### src/rtl/pstimer_pkg.sv
package pstimer_pkg;
  localparam int ADDR_W = 4;

  localparam logic [ADDR_W-1:0] ADR_CTRL     = 4'd0;
  localparam logic [ADDR_W-1:0] ADR_PRESCALE = 4'd1;
  localparam logic [ADDR_W-1:0] ADR_PCOUNT   = 4'd2;
  localparam logic [ADDR_W-1:0] ADR_TCOUNT   = 4'd3;
  localparam logic [ADDR_W-1:0] ADR_MCTL     = 4'd4;
  localparam logic [ADDR_W-1:0] ADR_PINCTL   = 4'd5;
  localparam logic [ADDR_W-1:0] ADR_FLAGS    = 4'd6;
  localparam logic [ADDR_W-1:0] ADR_MATCH0   = 4'd8;

  typedef enum logic [1:0] {
    PIN_KEEP = 2'd0,
    PIN_LOW  = 2'd1,
    PIN_HIGH = 2'd2,
    PIN_FLIP = 2'd3
  } pin_act_e;
endpackage

### src/rtl/pstimer_count.sv
module pstimer_count #(
  parameter int CNT_W = 32
) (
  input  logic             clk,
  input  logic             rst_n,
  input  logic             run,
  input  logic             hold,
  input  logic             stop_now,
  input  logic             load_zero,
  input  logic [CNT_W-1:0] pr_val,
  output logic [CNT_W-1:0] pc_q,
  output logic [CNT_W-1:0] tc_q,
  output logic             fresh_q
);
  logic [CNT_W-1:0] pc_d;
  logic [CNT_W-1:0] tc_d;
  logic             fresh_d;
  logic             at_limit;

  assign at_limit = (pc_q >= pr_val);

  always_comb begin
    pc_d    = pc_q;
    tc_d    = tc_q;
    fresh_d = 1'b0;
    if (hold) begin
      pc_d = '0;
      tc_d = '0;
    end else if (run && !stop_now) begin
      if (at_limit) begin
        pc_d    = '0;
        tc_d    = load_zero ? '0 : tc_q + 1'b1;
        fresh_d = 1'b1;
      end else begin
        pc_d = pc_q + 1'b1;
      end
    end
  end

  always_ff @(posedge clk or negedge rst_n) begin
    if (!rst_n) begin
      pc_q    <= '0;
      tc_q    <= '0;
      fresh_q <= 1'b0;
    end else begin
      pc_q    <= pc_d;
      tc_q    <= tc_d;
      fresh_q <= fresh_d;
    end
  end
endmodule

### src/rtl/pstimer_match.sv
module pstimer_match
  import pstimer_pkg::*;
#(
  parameter int CNT_W = 32
) (
  input  logic             clk,
  input  logic             rst_n,
  input  logic [CNT_W-1:0] tc,
  input  logic             fresh,
  input  logic             mr_we,
  input  logic [CNT_W-1:0] mr_wdata,
  input  logic             int_en,
  input  logic             rst_en,
  input  logic             stop_en,
  input  pin_act_e         act,
  input  logic             pin_we,
  input  logic             pin_wdata,
  input  logic             flag_clr,
  output logic             hit,
  output logic             stop_req,
  output logic             zero_req,
  output logic             flag_q,
  output logic             pin_q,
  output logic [CNT_W-1:0] mr_q
);
  logic             equal;
  logic             flag_d;
  logic             pin_d;
  logic [CNT_W-1:0] mr_d;

  assign equal    = (tc == mr_q);
  assign hit      = fresh && equal;
  assign stop_req = hit && stop_en;
  assign zero_req = equal && rst_en;

  always_comb begin
    mr_d = mr_we ? mr_wdata : mr_q;

    flag_d = flag_q;
    if (hit && int_en) begin
      flag_d = 1'b1;
    end else if (flag_clr) begin
      flag_d = 1'b0;
    end

    pin_d = pin_we ? pin_wdata : pin_q;
    if (hit) begin
      case (act)
        PIN_LOW:  pin_d = 1'b0;
        PIN_HIGH: pin_d = 1'b1;
        PIN_FLIP: pin_d = ~pin_q;
        default:  pin_d = pin_we ? pin_wdata : pin_q;
      endcase
    end
  end

  always_ff @(posedge clk or negedge rst_n) begin
    if (!rst_n) begin
      mr_q   <= '0;
      flag_q <= 1'b0;
      pin_q  <= 1'b0;
    end else begin
      mr_q   <= mr_d;
      flag_q <= flag_d;
      pin_q  <= pin_d;
    end
  end
endmodule

### src/rtl/pstimer.sv
module pstimer
  import pstimer_pkg::*;
#(
  parameter int CNT_W  = 32,
  parameter int NUM_CH = 4,
  parameter int DATA_W = 32
) (
  input  logic              clk,
  input  logic              rst_n,
  input  logic              bus_wr,
  input  logic [3:0]        bus_addr,
  input  logic [DATA_W-1:0] bus_wdata,
  output logic [DATA_W-1:0] bus_rdata,
  output logic [NUM_CH-1:0] match_out,
  output logic              irq
);
  localparam int MCTL_W = 3 * NUM_CH;
  localparam int PACT_W = 2 * NUM_CH;

  // reset: asserted at once, released after two clocks
  logic rst_meta;
  logic rst_sync;
  always_ff @(posedge clk or negedge rst_n) begin
    if (!rst_n) begin
      rst_meta <= 1'b0;
      rst_sync <= 1'b0;
    end else begin
      rst_meta <= 1'b1;
      rst_sync <= rst_meta;
    end
  end

  // configuration registers
  logic              ctl_en,  ctl_en_d;
  logic              ctl_hold, ctl_hold_d;
  logic [CNT_W-1:0]  pr_q,    pr_d;
  logic [MCTL_W-1:0] mctl_q,  mctl_d;
  logic [PACT_W-1:0] pact_q,  pact_d;

  logic [CNT_W-1:0]  cnt_pc;
  logic [CNT_W-1:0]  cnt_tc;
  logic              cnt_fresh;

  logic [NUM_CH-1:0] hit_vec;
  logic [NUM_CH-1:0] stop_vec;
  logic [NUM_CH-1:0] zero_vec;
  logic [NUM_CH-1:0] flag_vec;
  logic [CNT_W-1:0]  mr_arr [NUM_CH];
  logic              stop_any;
  logic              zero_any;

  logic wr_ctrl, wr_pr, wr_mctl, wr_pact, wr_flags;
  logic wdata_unused;

  assign wr_ctrl  = bus_wr && (bus_addr == ADR_CTRL);
  assign wr_pr    = bus_wr && (bus_addr == ADR_PRESCALE);
  assign wr_mctl  = bus_wr && (bus_addr == ADR_MCTL);
  assign wr_pact  = bus_wr && (bus_addr == ADR_PINCTL);
  assign wr_flags = bus_wr && (bus_addr == ADR_FLAGS);
  assign wdata_unused = ^bus_wdata;

  assign stop_any = |stop_vec;
  assign zero_any = |zero_vec;

  always_comb begin
    ctl_en_d   = wr_ctrl ? bus_wdata[0] : ctl_en;
    ctl_hold_d = wr_ctrl ? bus_wdata[1] : ctl_hold;
    if (stop_any) begin
      ctl_en_d = 1'b0;
    end
    pr_d   = wr_pr   ? bus_wdata[CNT_W-1:0]  : pr_q;
    mctl_d = wr_mctl ? bus_wdata[MCTL_W-1:0] : mctl_q;
    pact_d = wr_pact ? bus_wdata[PACT_W-1:0] : pact_q;
  end

  always_ff @(posedge clk or negedge rst_sync) begin
    if (!rst_sync) begin
      ctl_en   <= 1'b0;
      ctl_hold <= 1'b0;
      pr_q     <= '0;
      mctl_q   <= '0;
      pact_q   <= '0;
    end else begin
      ctl_en   <= ctl_en_d;
      ctl_hold <= ctl_hold_d;
      pr_q     <= pr_d;
      mctl_q   <= mctl_d;
      pact_q   <= pact_d;
    end
  end

  pstimer_count #(.CNT_W(CNT_W)) u_count (
    .clk      (clk),
    .rst_n    (rst_sync),
    .run      (ctl_en),
    .hold     (ctl_hold),
    .stop_now (stop_any),
    .load_zero(zero_any),
    .pr_val   (pr_q),
    .pc_q     (cnt_pc),
    .tc_q     (cnt_tc),
    .fresh_q  (cnt_fresh)
  );

  for (genvar g = 0; g < NUM_CH; g++) begin : g_ch
    localparam logic [ADDR_W-1:0] MY_ADR = ADR_MATCH0 + ADDR_W'(g);
    pstimer_match #(.CNT_W(CNT_W)) u_match (
      .clk      (clk),
      .rst_n    (rst_sync),
      .tc       (cnt_tc),
      .fresh    (cnt_fresh),
      .mr_we    (bus_wr && (bus_addr == MY_ADR)),
      .mr_wdata (bus_wdata[CNT_W-1:0]),
      .int_en   (mctl_q[3*g]),
      .rst_en   (mctl_q[3*g+1]),
      .stop_en  (mctl_q[3*g+2]),
      .act      (pin_act_e'(pact_q[2*g +: 2])),
      .pin_we   (wr_pact),
      .pin_wdata(bus_wdata[PACT_W+g]),
      .flag_clr (wr_flags && bus_wdata[g]),
      .hit      (hit_vec[g]),
      .stop_req (stop_vec[g]),
      .zero_req (zero_vec[g]),
      .flag_q   (flag_vec[g]),
      .pin_q    (match_out[g]),
      .mr_q     (mr_arr[g])
    );
  end

  assign irq = |flag_vec;

  always_comb begin
    bus_rdata = '0;
    case (bus_addr)
      ADR_CTRL:     bus_rdata[1:0] = {ctl_hold, ctl_en};
      ADR_PRESCALE: bus_rdata = DATA_W'(pr_q);
      ADR_PCOUNT:   bus_rdata = DATA_W'(cnt_pc);
      ADR_TCOUNT:   bus_rdata = DATA_W'(cnt_tc);
      ADR_MCTL:     bus_rdata = DATA_W'(mctl_q);
      ADR_PINCTL: begin
        bus_rdata[PACT_W-1:0]      = pact_q;
        bus_rdata[PACT_W +: NUM_CH] = match_out;
      end
      ADR_FLAGS:    bus_rdata = DATA_W'(flag_vec);
      default: begin
        for (int i = 0; i < NUM_CH; i++) begin
          if (bus_addr == ADR_MATCH0 + ADDR_W'(i)) begin
            bus_rdata = DATA_W'(mr_arr[i]);
          end
        end
      end
    endcase
  end
endmodule

### config.mk
export PLATFORM = sky130hd
export DESIGN_NAME = pstimer
export DESIGN_NICKNAME = d
export VERILOG_FILES = /design/src/rtl/pstimer_pkg.sv /design/src/rtl/pstimer_count.sv /design/src/rtl/pstimer_match.sv /design/src/rtl/pstimer.sv
export SDC_FILE = /design/constraint.sdc
export NUM_CORES = 1
export LEC_CHECK = 0
export CORE_MARGIN = 1
export CORE_UTILIZATION = 66
export CTS_CLUSTER_DIAMETER = 150
export DETAILED_ROUTE_END_ITERATION = 7
export PLACE_DENSITY = 0.86
export SYNTH_ARGS = -nofsm -noshare
export SYNTH_HDL_FRONTEND = slang
export SYNTH_SLANG_ARGS = --single-unit
### constraint.sdc
create_clock -name clk -period 23.1 [get_ports clk]
set_input_delay 6.93 -clock clk [delete_from_list [all_inputs] [get_ports clk]]
set_output_delay 6.93 -clock clk [all_outputs]
set_load 0.01 [all_outputs]
* Yosys cells after proc, flatten, opt, wreduce, memory -nomap -nowiden
Cells that the tools add are included. Widths: inputs -> output; s select.
Storage, ports and cells: register bits 257, bits of input ports 39, RAM bits 0, memories 0, output and inout port bits 37, logic and storage cells 138, bits in read-only memories 0, latch bits 0
Operators by class: multiply operators 0, divide/modulo/power cells 0, equality and inequality tests 26, bitwise operators 4, shifts and indexed selects 0, reductions and logical operators 44, $add $sub $neg 2, muxes and demuxes 39, $lt $le $gt $ge 1
Operators with widths (number):
- $mux 32 | 11
- $eq 32x32->1 | 4
- $pmux 20 s4 | 1
- $pmux 10 s7 | 1
- $add 32x1->32 const B | 2
- $ge 32x32->1 | 1
- $logic_and 1x1->1 | 30
- $mux 1 | 21
- $eq 2x2->1 const B | 8
- $eq 4x4->1 const B | 4
- $reduce_or 4->1 | 4
- $pmux 2 s7 | 1
- $reduce_bool 2->1 | 7
- $eq 4x3->1 const B | 3
- $pmux 1 s3 | 4
- $eq 2x1->1 const B | 4
- $eq 4x2->1 const B | 2
- $eq 4x1->1 const B | 1
- $logic_not 4->1 | 1
- $not 1->1 | 4
- $reduce_and 2->1 | 1
- $logic_not 1->1 | 1

* Longest topological paths before layout
Gate-level depths: netlist of the first run.
depth in word-level cells 8, depth in mapped cells 11, depth with buffers taken out 9

* Hierarchy
Synthesis of the first run repeated with hierarchy kept, for this count alone.
Second synthesis, totals: cells, all modules 1435, area total of the unflattened synthesis 15757.6 um^2
By module, submodules not included:
- pstimer_match | area an instance 1645.3 um^2, times used 4, cells each 124
- pstimer_count | area an instance 4654.5 um^2, times used 1, cells each 539
- pstimer | area an instance 4521.8 um^2, times used 1, cells each 400

* Worst setup path before layout of the first run
OpenSTA, ideal clock, no wires.
kind input to output, start in bus_addr[0], end out bus_rdata[1], stages 7, setup slack 7.644 ns, buffers on the path 3, arrival time 8.526 ns, cells stage by stage buf_1 > buf_1 > clkbuf_1 > o21ai_0 > o21ai_0 > nand2_1 > a41oi_1
On the way: word-level cells in the longest chain between the ends 6, elaborated cells between the ends (all ways) 16, classes of those cells eq/ne (10); mux (5); reduce/logical (1)
RTL lines:
- start, declared | line pstimer.sv:11 | input logic [3:0] bus_addr,
- $eq 4x4->1 | line pstimer.sv:147 | if (bus_addr == ADR_MATCH0 + ADDR_W'(i)) begin
- $mux 32 (4 in a row) | line pstimer.sv:147
- $pmux 2 s7 (*) | line pstimer.sv:134 | case (bus_addr)
- end, declared | line pstimer.sv:13 | output logic [DATA_W-1:0] bus_rdata,
Every way passes the cells marked *; elsewhere a longest branch is shown, timed or not.

* Worst setup path after layout of the first run
start in bus_addr[2], end out bus_rdata[1]
The elaborated chain is that of the path after synthesis.

==> impl_metrics.json, run 1 <==
{
  "syn_area_mm2": 0.01572,
  "path_cells": "clkdlybuf4s50_1, nand2b_1, nor3_1, a22oi_1, a41oi_1, clkdlybuf4s50_1",
  "core_mm2": 0.02340,
  "worst_pin_slew_ns": 1.182,
  "min_path_cells": 0,
  "crit_slowest_cell": "clkdlybuf4s50_1",
  "hp-class": "reg -> reg",
  "clk_latency_ns": 0.57,
  "vias_per_cell": 7.126,
  "finalCritPeriodShare_pct": 73.70,
  "ioPinCount": 76,
  "track_usage_pct": 41.97,
  "initial_core_util_pct": 67.16,
  "synth_area_per_cell_um2": 10.44,
  "vias": 13169,
  "syn_nets": 1579,
  "dp_hpwl_um": 35090,
  "grtUsageMet2_pct": 62.33,
  "die_y_um": 156.3,
  "grt_antenna_before_repair": 0,
  "fin_worst_skew_ns": 0.02364,
  "ys.flop_type": "dfrtp_1",
  "rsz0062_at_grt": "no",
  "clk_path_buf_depth": 3,
  "status": "finished, final reports clean",
  "synth_top_area_share_pct": 40.92,
  "grt-ovfl-total": 0,
  "fin_setup_tns_ns": 0,
  "use_met3_pct": 8.502,
  "cts_resized": 0,
  "crit_path_frequent_cell": "clkdlybuf4s50_1",
  "yosysTopAreaCell": "dfrtp_1",
  "grt_use_met1_pct": 59.59,
  "hold_path_end": "rst_sync",
  "arrival_ns": 10.09,
  "port_buffers": 75,
  "hold_start": "rst_meta",
  "die_w_um": 156.3,
  "cpPeakStageDelay_ns": 1.06,
  "synth_cells": 1506,
  "critical_path_buf_inv_count": 2,
  "layout_common_cells": "255 x dfrtp_1, 183 x mux2_2, 130 x nand2_1, 128 x xnor2_1, 77 x nand3_1",
  "diodes": 0,
  "path_delay_family": "buffers and inverters",
  "wl_per_cell_um": 27.04,
  "worstSetupPathType": "in -> out",
  "max_clock_freq_mhz": 58.74,
  "reg2reg_slack_ns": 18.58,
  "grt_max_degree": 78,
  "clkSinkCount": 257,
  "ir_worst_vdd_uv": 100.8,
  "die-area_mm2": 0.02444,
  "yosysSeqAreaShare_pct": 40.92,
  "drv_cap": 0,
  "area_growth_pct": 10.61,
  "cts_setup_buffers": 0,
  "drtIter0Drc": 1746,
  "gp_congestion": 1.027,
  "ys_types": 68,
  "mostFrequentLayoutCell": "dfrtp_1",
  "yosysWarnings": 0,
  "postCtsHoldBufs": 0,
  "reg2reg_from": "u_count.tc_q[0]",
  "power_mw": 1.422,
  "cp-start-kind": "input pin",
  "timing.final.crit_period_ns": 17.02,
  "synth_seq_cells": 257,
  "layout-drive-gt1-share_pct": 20.80,
  "maxSlewViolCount": 0,
  "htreeDepth": 1,
  "p_leak_nw": 6.897,
  "cp_max_fo": 21,
  "numCtsBuffers": 28,
  "cts_tree": "done",
  "slew_headroom_pct": 21.03,
  "grt_busiest_layer": "met2",
  "async_flop_share_pct": 100.0,
  "path_clk_slew_ns": 0.06,
  "synth.area.top_cells": "dfrtp_1 41%, mux2_2 13%, xnor2_1 7.1%",
  "rr_worst_depth": 8,
  "r2r_end": "u_count.pc_q[11]",
  "hold_violations": 0,
  "cellPowerDensity_mw_per_mm2": 81.79,
  "grt_pass1_wl_um": 76230,
  "firstDrtPassIters": 6,
  "clock-root-buffer": "clkbuf_16",
  "layout.nets": 1581,
  "synth_edf_count": 0,
  "setup_viol": 0,
  "ant_nets": 0,
  "cp-end-kind": "output port",
  "cp.required_ns": 16.17,
  "grt_pass1_vias": 12558,
  "drc": 0,
  "fin_util_pct": 74.29,
  "rows": 56,
  "drt-total-wl_um": 49970
}
[registers in the layout, indices dropped and copies added (netlist names)]
signal               flops
g_ch.u_match.flag_q      4
mctl_q                  12
pr_q                    32
rst_sync                 1
g_ch.u_match.mr_q      128
g_ch.u_match.pin_q       4
rst_meta                 1
ctl_hold                 1
u_count.pc_q            32
u_count.fresh_q          1
u_count.tc_q            32
pact_q                   8
ctl_en                   1
[kinds of logic (layout without fill, tap and decap cells)]
kind of cell	Yosys count	count (layout)	synth area share [%]
mux	223	223	17.81
buf+inv	195	218	5.708
simple gates	438	438	14.70
other cells	1	1	0.02386
xor+xnor	128	128	7.133
fa+ha+maj	34	34	2.707
flops	257	257	40.92
compound gates	230	230	11.00
[per-layer routing]
layer | wire length (um) | part of all wire (%)
met4 | 2571 | 5.1
met3 | 5780 | 12
met2 | 22100 | 44
met5 | 0 | 0
met1 | 19510 | 39
[how the worst max path moves through the flow]
stage          cells past startpoint  slack (ns)      endpoint   startpoint
6_report                           6        6.08  bus_rdata[1]  bus_addr[2]
3_5_place_dp                       6        6.19  bus_rdata[1]  bus_addr[2]
4_1_cts                            6        6.17  bus_rdata[1]  bus_addr[2]
5_1_grt                            6        5.93  bus_rdata[1]  bus_addr[2]
3_3_place_gp                       6        6.22  bus_rdata[1]  bus_addr[2]
2_1_floorplan                      7        7.64  bus_rdata[1]  bus_addr[0]
[worst reg2reg max path: stages (launching register included)]
cell and delay (ns):
dfrtp_1 0.57, xnor2_1 0.42, nand4_1 0.17, nor4_1 0.94
nand4_1 0.27, nand4_2 0.17, buf_4 0.62, and2_1 1.00
a221o_1 0.30
[Yosys cell counts, types with 7 or more instances]
library cell and number:
mux4_2 27, and3_1 16, o21ai_0 27, nor4_1 31, xnor2_1 128, mux2_2 183
inv_1 74, a22oi_1 29, or3_1 14, a211oi_1 31, nand2_1 130, a21oi_1 31
a2111oi_0 8, mux2i_1 13, a221o_1 15, nor3_1 13, ha_1 34, nand4_1 55
clkbuf_1 47, buf_6 8, o32ai_1 34, nand3_1 77, or2_2 13, buf_2 36
buf_4 16, nor2_1 42, a21o_1 10, buf_1 14, nand2b_1 11, dfrtp_1 257
and2_1 7
[stage by stage]
stage | cell area (um2) | setup WS [ns] | cells | hold slack (ns)
after floorplan | 15720 | 7.644 | 1506 | 0.3312
after global placement | 16410 | 6.223 | 1797 | 0.3430
after detailed placement | 16410 | 6.186 | 1797 | 0.3417
after CTS | 17390 | 6.171 | 1848 | 0.3695
after global routing | 17390 | 5.928 | 1848 | 0.3723
final | 17390 | 6.075 | 1848 | 0.3657
[where the power goes]
part           switching [mW]  internal (mW)  leakage, nW  total (mW)
sequential             0.0939          0.529         3.26       0.622
clock                   0.194          0.283        0.480       0.477
combinational           0.162          0.161         3.15       0.323
total                   0.450          0.972         6.90        1.42
[final cells by class]
cell class	instances	area [um2]
clock buffers	39	782.0
well taps	319	399.1
inverters	74	277.8
repair buffers	93	875.8
fillers	1629	6017
multi-input cells	1054	8423
flip-flops and latches	257	6436
clock inverters	12	191.4
(Power assumes the default switching activity.)
==> run 2: changes to the inputs <==
- CORE_UTILIZATION: 66 -> 61
- PLACE_DENSITY: 0.86 -> 0.81
- clock period: 23.1 -> 16.7 ns (I/O delays scaled with it)
==> impl_metrics.json, run 2 (synthesized netlist as in run 1, its figures left out) <==
{
  "layout_common_cells": "255 x dfrtp_1, 183 x mux2_2, 130 x nand2_1, 128 x xnor2_1, 77 x nand3_1",
  "port_buffers": 75,
  "numCtsBuffers": 28,
  "drt-met1-wl_um": 19560,
  "cts_setup_buffers": 0,
  "mostFrequentLayoutCell": "dfrtp_1",
  "fin_ws_ns": 3.414,
  "clk_latency_ns": 0.56,
  "ant_nets": 0,
  "wl_per_cell_um": 26.96,
  "layout.nets": 1581,
  "cp.required_ns": 11.69,
  "grt_max_degree": 80,
  "drv_cap": 0,
  "die_y_um": 162.5,
  "largest_reg_flops": 128,
  "core_mm2": 0.02525,
  "arrival_ns": 8.28,
  "cp-start-kind": "input pin",
  "cp_max_fo": 21,
  "gp_congestion": 0.9892,
  "dr_wl_met3_um": 5411,
  "setup_viol": 0,
  "met2WireLength_um": 22000,
  "highest_layer": "met4",
  "cts_resized": 0,
  "rsz0062_at_grt": "no",
  "worstSetupPathType": "in -> out",
  "postCtsHoldBufs": 0,
  "cp-end-kind": "output port",
  "timing.final.crit_period_ns": 13.29,
  "fill_cells": 1816,
  "clock-root-buffer": "clkbuf_16",
  "vias_per_cell": 7.058,
  "vias": 13121,
  "maxSlewViolCount": 0,
  "die_w_um": 162.5,
  "clkSinkCount": 257,
  "die-area_mm2": 0.02641,
  "whs_ns": 0.3528,
  "rows": 58,
  "fin_worst_skew_ns": 0.01440,
  "drt-total-wl_um": 50110,
  "status": "finished, final reports clean",
  "ir_worst_vdd_uv": 102.5,
  "initial_core_util_pct": 62.24,
  "finalCritPeriodShare_pct": 79.56,
  "layout-drive-gt1-share_pct": 21.12,
  "cellPowerDensity_mw_per_mm2": 113.9,
  "hold_violations": 0,
  "path_clk_slew_ns": 0.06,
  "drtIter0Drc": 2095,
  "firstDrtPassIters": 6,
  "clk_path_buf_depth": 3,
  "fin_util_pct": 69.08,
  "cts_tree": "done",
  "track_usage_pct": 38.60,
  "diodes": 0,
  "grt_pass1_vias": 12719,
  "area_growth_pct": 10.99,
  "post-place-ws_ns": 3.508,
  "max_clock_freq_mhz": 75.27,
  "worst_pin_slew_ns": 1.116,
  "htreeDepth": 1,
  "grt-ovfl-total": 0,
  "ioPinCount": 76,
  "regMostFlops": "g_ch.u_match.mr_q",
  "fin_setup_tns_ns": 0,
  "p_leak_nw": 6.914,
  "dp_hpwl_um": 34920,
  "drc": 0,
  "slew_headroom_pct": 25.39,
  "hp-class": "reg -> reg",
  "grt_antenna_before_repair": 0,
  "grt_pass1_wl_um": 76640
}
[run 2: changes by cell type in the layout (fill, tap and decap cells not counted), moves of 2 or more]
cell        delta
clkinv_4       +2
clkinvlp_4     +2
clkbuf_8       +2
clkbuf_1       -5
[run 2: where the power goes]
group | total, mW | switching (mW) | internal (mW)
combinational | 0.448 | 0.226 | 0.222
clock | 0.682 | 0.270 | 0.412
sequential | 0.858 | 0.127 | 0.731
total | 1.99 | 0.623 | 1.36
[run 2: layout make-up]
class                           instances  area (um2)  share of cell area (%)
Multi-Input combinational cell       1054        8428                   48.31
Sequential cell                       257        6436                   36.89
Timing Repair Buffer                   93       875.8                   5.020
Clock buffer                           36       790.8                   4.533
Tap cell                              330       412.9                   2.367
Inverter                               74       277.8                   1.592
Clock inverter                         15       224.0                   1.284
[run 2: worst paths after layout]
check                                 from                  endpoint  slack, ns  cells after the start
setup / recovery               bus_addr[2]              bus_rdata[1]       3.41                      6
hold / removal                    rst_meta                  rst_sync       0.35                      0
setup reg to reg           u_count.tc_q[0]          u_count.pc_q[12]      12.43                      8
hold reg to reg                   rst_meta                  rst_sync       0.35                      0
max in group asynchronous            rst_n                  rst_sync      11.97                      1
min in group asynchronous         rst_sync  g_ch[1].u_match.mr_q[11]       0.49                      0
[run 2: stage by stage]
stage	power [mW]	cell area [um2]	cells
2_1_floorplan	1.134	15720	1506
3_3_place_gp	1.278	16430	1808
3_5_place_dp	1.295	16430	1808
4_1_cts	1.977	17450	1859
5_1_grt	2.052	17450	1859
6_report	1.988	17450	1859
[run 2: metal layers]
metal	vias up	global-route usage, %
met2	838	56.41
met4	0	20.63
li1	5540	-
met1	6547	53.27
met3	196	9.116
met5	-	0
[run 2: critical path, stage by stage]
cell,delay [ns]
clkdlybuf4s50_1,1.12
nand2b_1,0.24
nor3_1,0.85
a22oi_1,0.21
a41oi_1,0.26
clkdlybuf4s50_1,0.57
==> run 3: changes to the inputs <==
- CORE_UTILIZATION: 61 -> 56
- PLACE_DENSITY: 0.81 -> 0.78
- clock period: 16.7 -> 10.7 ns (I/O delays scaled with it)
==> impl_metrics.json, run 3 (synthesized netlist as in run 1, its figures left out) <==
{
  "status": "finished, final reports clean",
  "p_leak_nw": 6.891,
  "drc": 0,
  "finalCritPeriodShare_pct": 86.89,
  "layout-drive-gt1-share_pct": 20.83,
  "initial_core_util_pct": 57.68,
  "hp-class": "reg -> reg",
  "stdcell_area_mm2": 0.01744,
  "grt_antenna_before_repair": 0,
  "fin_util_pct": 63.99,
  "cts_resized": 0,
  "htreeDepth": 1,
  "grt_pass1_wl_um": 76760,
  "path_clk_slew_ns": 0.05,
  "die_w_um": 169.5,
  "reg2reg_slack_ns": 6.31,
  "path_cells": "clkdlybuf4s50_1, nand2b_1, nor2_1, nand2_1, o31ai_1, a221oi_1, o221ai_1, clkdlybuf4s50_1",
  "setup_viol": 0,
  "slew_headroom_pct": 17.52,
  "crit_path_frequent_cell": "clkdlybuf4s50_1",
  "drtIter0Drc": 1965,
  "postCtsHoldBufs": 0,
  "timing.final.crit_period_ns": 9.297,
  "ioPinCount": 76,
  "place_area_mm2": 0.01650,
  "wl_per_cell_um": 26.49,
  "crit_path_start": "bus_addr[3]",
  "grt-ovfl-total": 0,
  "regArea_mm2": 0.006436,
  "critical_path_buf_inv_count": 2,
  "gp_congestion": 0.9681,
  "maxSlewViolCount": 0,
  "clk_latency_ns": 0.56,
  "port_buffers": 75,
  "area_growth_pct": 10.95,
  "die-area_mm2": 0.02874,
  "cellPowerDensity_mw_per_mm2": 174.3,
  "clock-root-buffer": "clkbuf_16",
  "cp.required_ns": 7.49,
  "diodes": 0,
  "rr_worst_depth": 8,
  "vias_per_cell": 6.792,
  "worst_pin_slew_ns": 1.234,
  "layout.nets": 1582,
  "numCtsBuffers": 28,
  "regMostFlops": "g_ch.u_match.mr_q",
  "path_delay_family": "buffers and inverters",
  "track_usage_pct": 35.59,
  "cp-endpoint": "bus_rdata[3]",
  "reg2reg_from": "u_count.tc_q[17]",
  "layout_common_cells": "255 x dfrtp_1, 183 x mux2_2, 130 x nand2_1, 128 x xnor2_1, 77 x nand3_1",
  "grt_pass1_vias": 12492,
  "core_mm2": 0.02725,
  "cpPeakStageDelay_ns": 0.85,
  "multi_input_area_mm2": 0.008433,
  "hold_violations": 0,
  "cp-start-kind": "input pin",
  "vias": 12898,
  "max_clock_freq_mhz": 107.6,
  "crit_slowest_cell": "clkdlybuf4s50_1",
  "clk_path_buf_depth": 3,
  "rsz0062_at_grt": "no",
  "dp_hpwl_um": 36000,
  "worstSetupPathType": "in -> out",
  "fin_setup_tns_ns": 0,
  "mostFrequentLayoutCell": "dfrtp_1",
  "rows": 60,
  "cp_max_fo": 23,
  "firstDrtPassIters": 6,
  "grt_max_degree": 79,
  "arrival_ns": 6.09,
  "fin_worst_skew_ns": 0.02007,
  "largest_reg_flops": 128,
  "ant_nets": 0,
  "cp.depth": 8,
  "cp-end-kind": "output port",
  "ir_worst_vdd_uv": 182.8,
  "fill_cells": 2174,
  "drt-total-wl_um": 50310,
  "r2r_end": "u_count.pc_q[31]",
  "cts_tree": "done",
  "power_mw": 3.039,
  "clkSinkCount": 257,
  "cts_setup_buffers": 0,
  "drv_cap": 0,
  "die_y_um": 169.5
}
==> run 3: cell types whose count changed in the layout (fill, tap and decap cells not counted), sizes merged <==
| cell | change |
|---|---|
| clkinv | -3 |
| clkinvlp | -2 |
| clkbuf | +4 |
| bufinv | -2 |
| buf | +1 |
==> run 3: worst min-delay path by stage <==
| stage | cells after the start | end | from | slack (ns) |
|---|---|---|---|---|
| global route | 0 | rst_sync | rst_meta | 0.37 |
| global placement | 0 | rst_sync | rst_meta | 0.34 |
| detailed placement | 0 | rst_sync | rst_meta | 0.34 |
| finish | 0 | rst_sync | rst_meta | 0.35 |
| floorplan | 0 | rst_sync | rst_meta | 0.33 |
| CTS | 0 | rst_sync | rst_meta | 0.36 |
==> run 3: routing by layer <==
| layer | GRT usage, % | vias up | share of wire [%] |
|---|---|---|---|
| met5 | 0 | - | 0 |
| li1 | - | 5537 | - |
| met1 | 51.90 | 6527 | 41 |
| met3 | 5.504 | 130 | 9.8 |
| met2 | 53.32 | 704 | 45 |
| met4 | 14.02 | 0 | 3.8 |
==> run 3: cell type report <==
type / count / area share [%]
tap: 372 / 2.669
timing repair buffer: 94 / 5.066
sequential: 257 / 36.91
inverter: 74 / 1.593
multi-input combinational: 1054 / 48.36
clock buffer: 40 / 4.743
clock inverter: 8 / 0.6601
==> run 3: power by group <==
group	switching, mW	leakage (nW)	internal, mW
logic	0.353	3.16	0.346
registers	0.194	3.26	1.14
clock network	0.401	0.468	0.603
total	0.948	6.89	2.09
==> run 3: stage by stage <==
| step | worst slack [ns] | std cells | hold slack (ns) |
|---|---|---|---|
| after floorplan | 2.684 | 1506 | 0.3312 |
| after global placement | 1.444 | 1851 | 0.3394 |
| after detailed placement | 1.484 | 1851 | 0.3436 |
| after CTS | 1.450 | 1899 | 0.3563 |
| after global routing | 1.224 | 1899 | 0.3747 |
| final | 1.403 | 1899 | 0.3543 |
==> run 3: worst register-to-register path, cell delays in order, from the launching register on <==
cell and delay [ns]:
dfrtp_1 0.58, xnor2_1 0.48, nand4_1 0.23, nor4_1 0.79
nand4_1 0.25, nand4_2 0.11, buf_4 0.62, and2_1 0.98
a221o_1 0.30
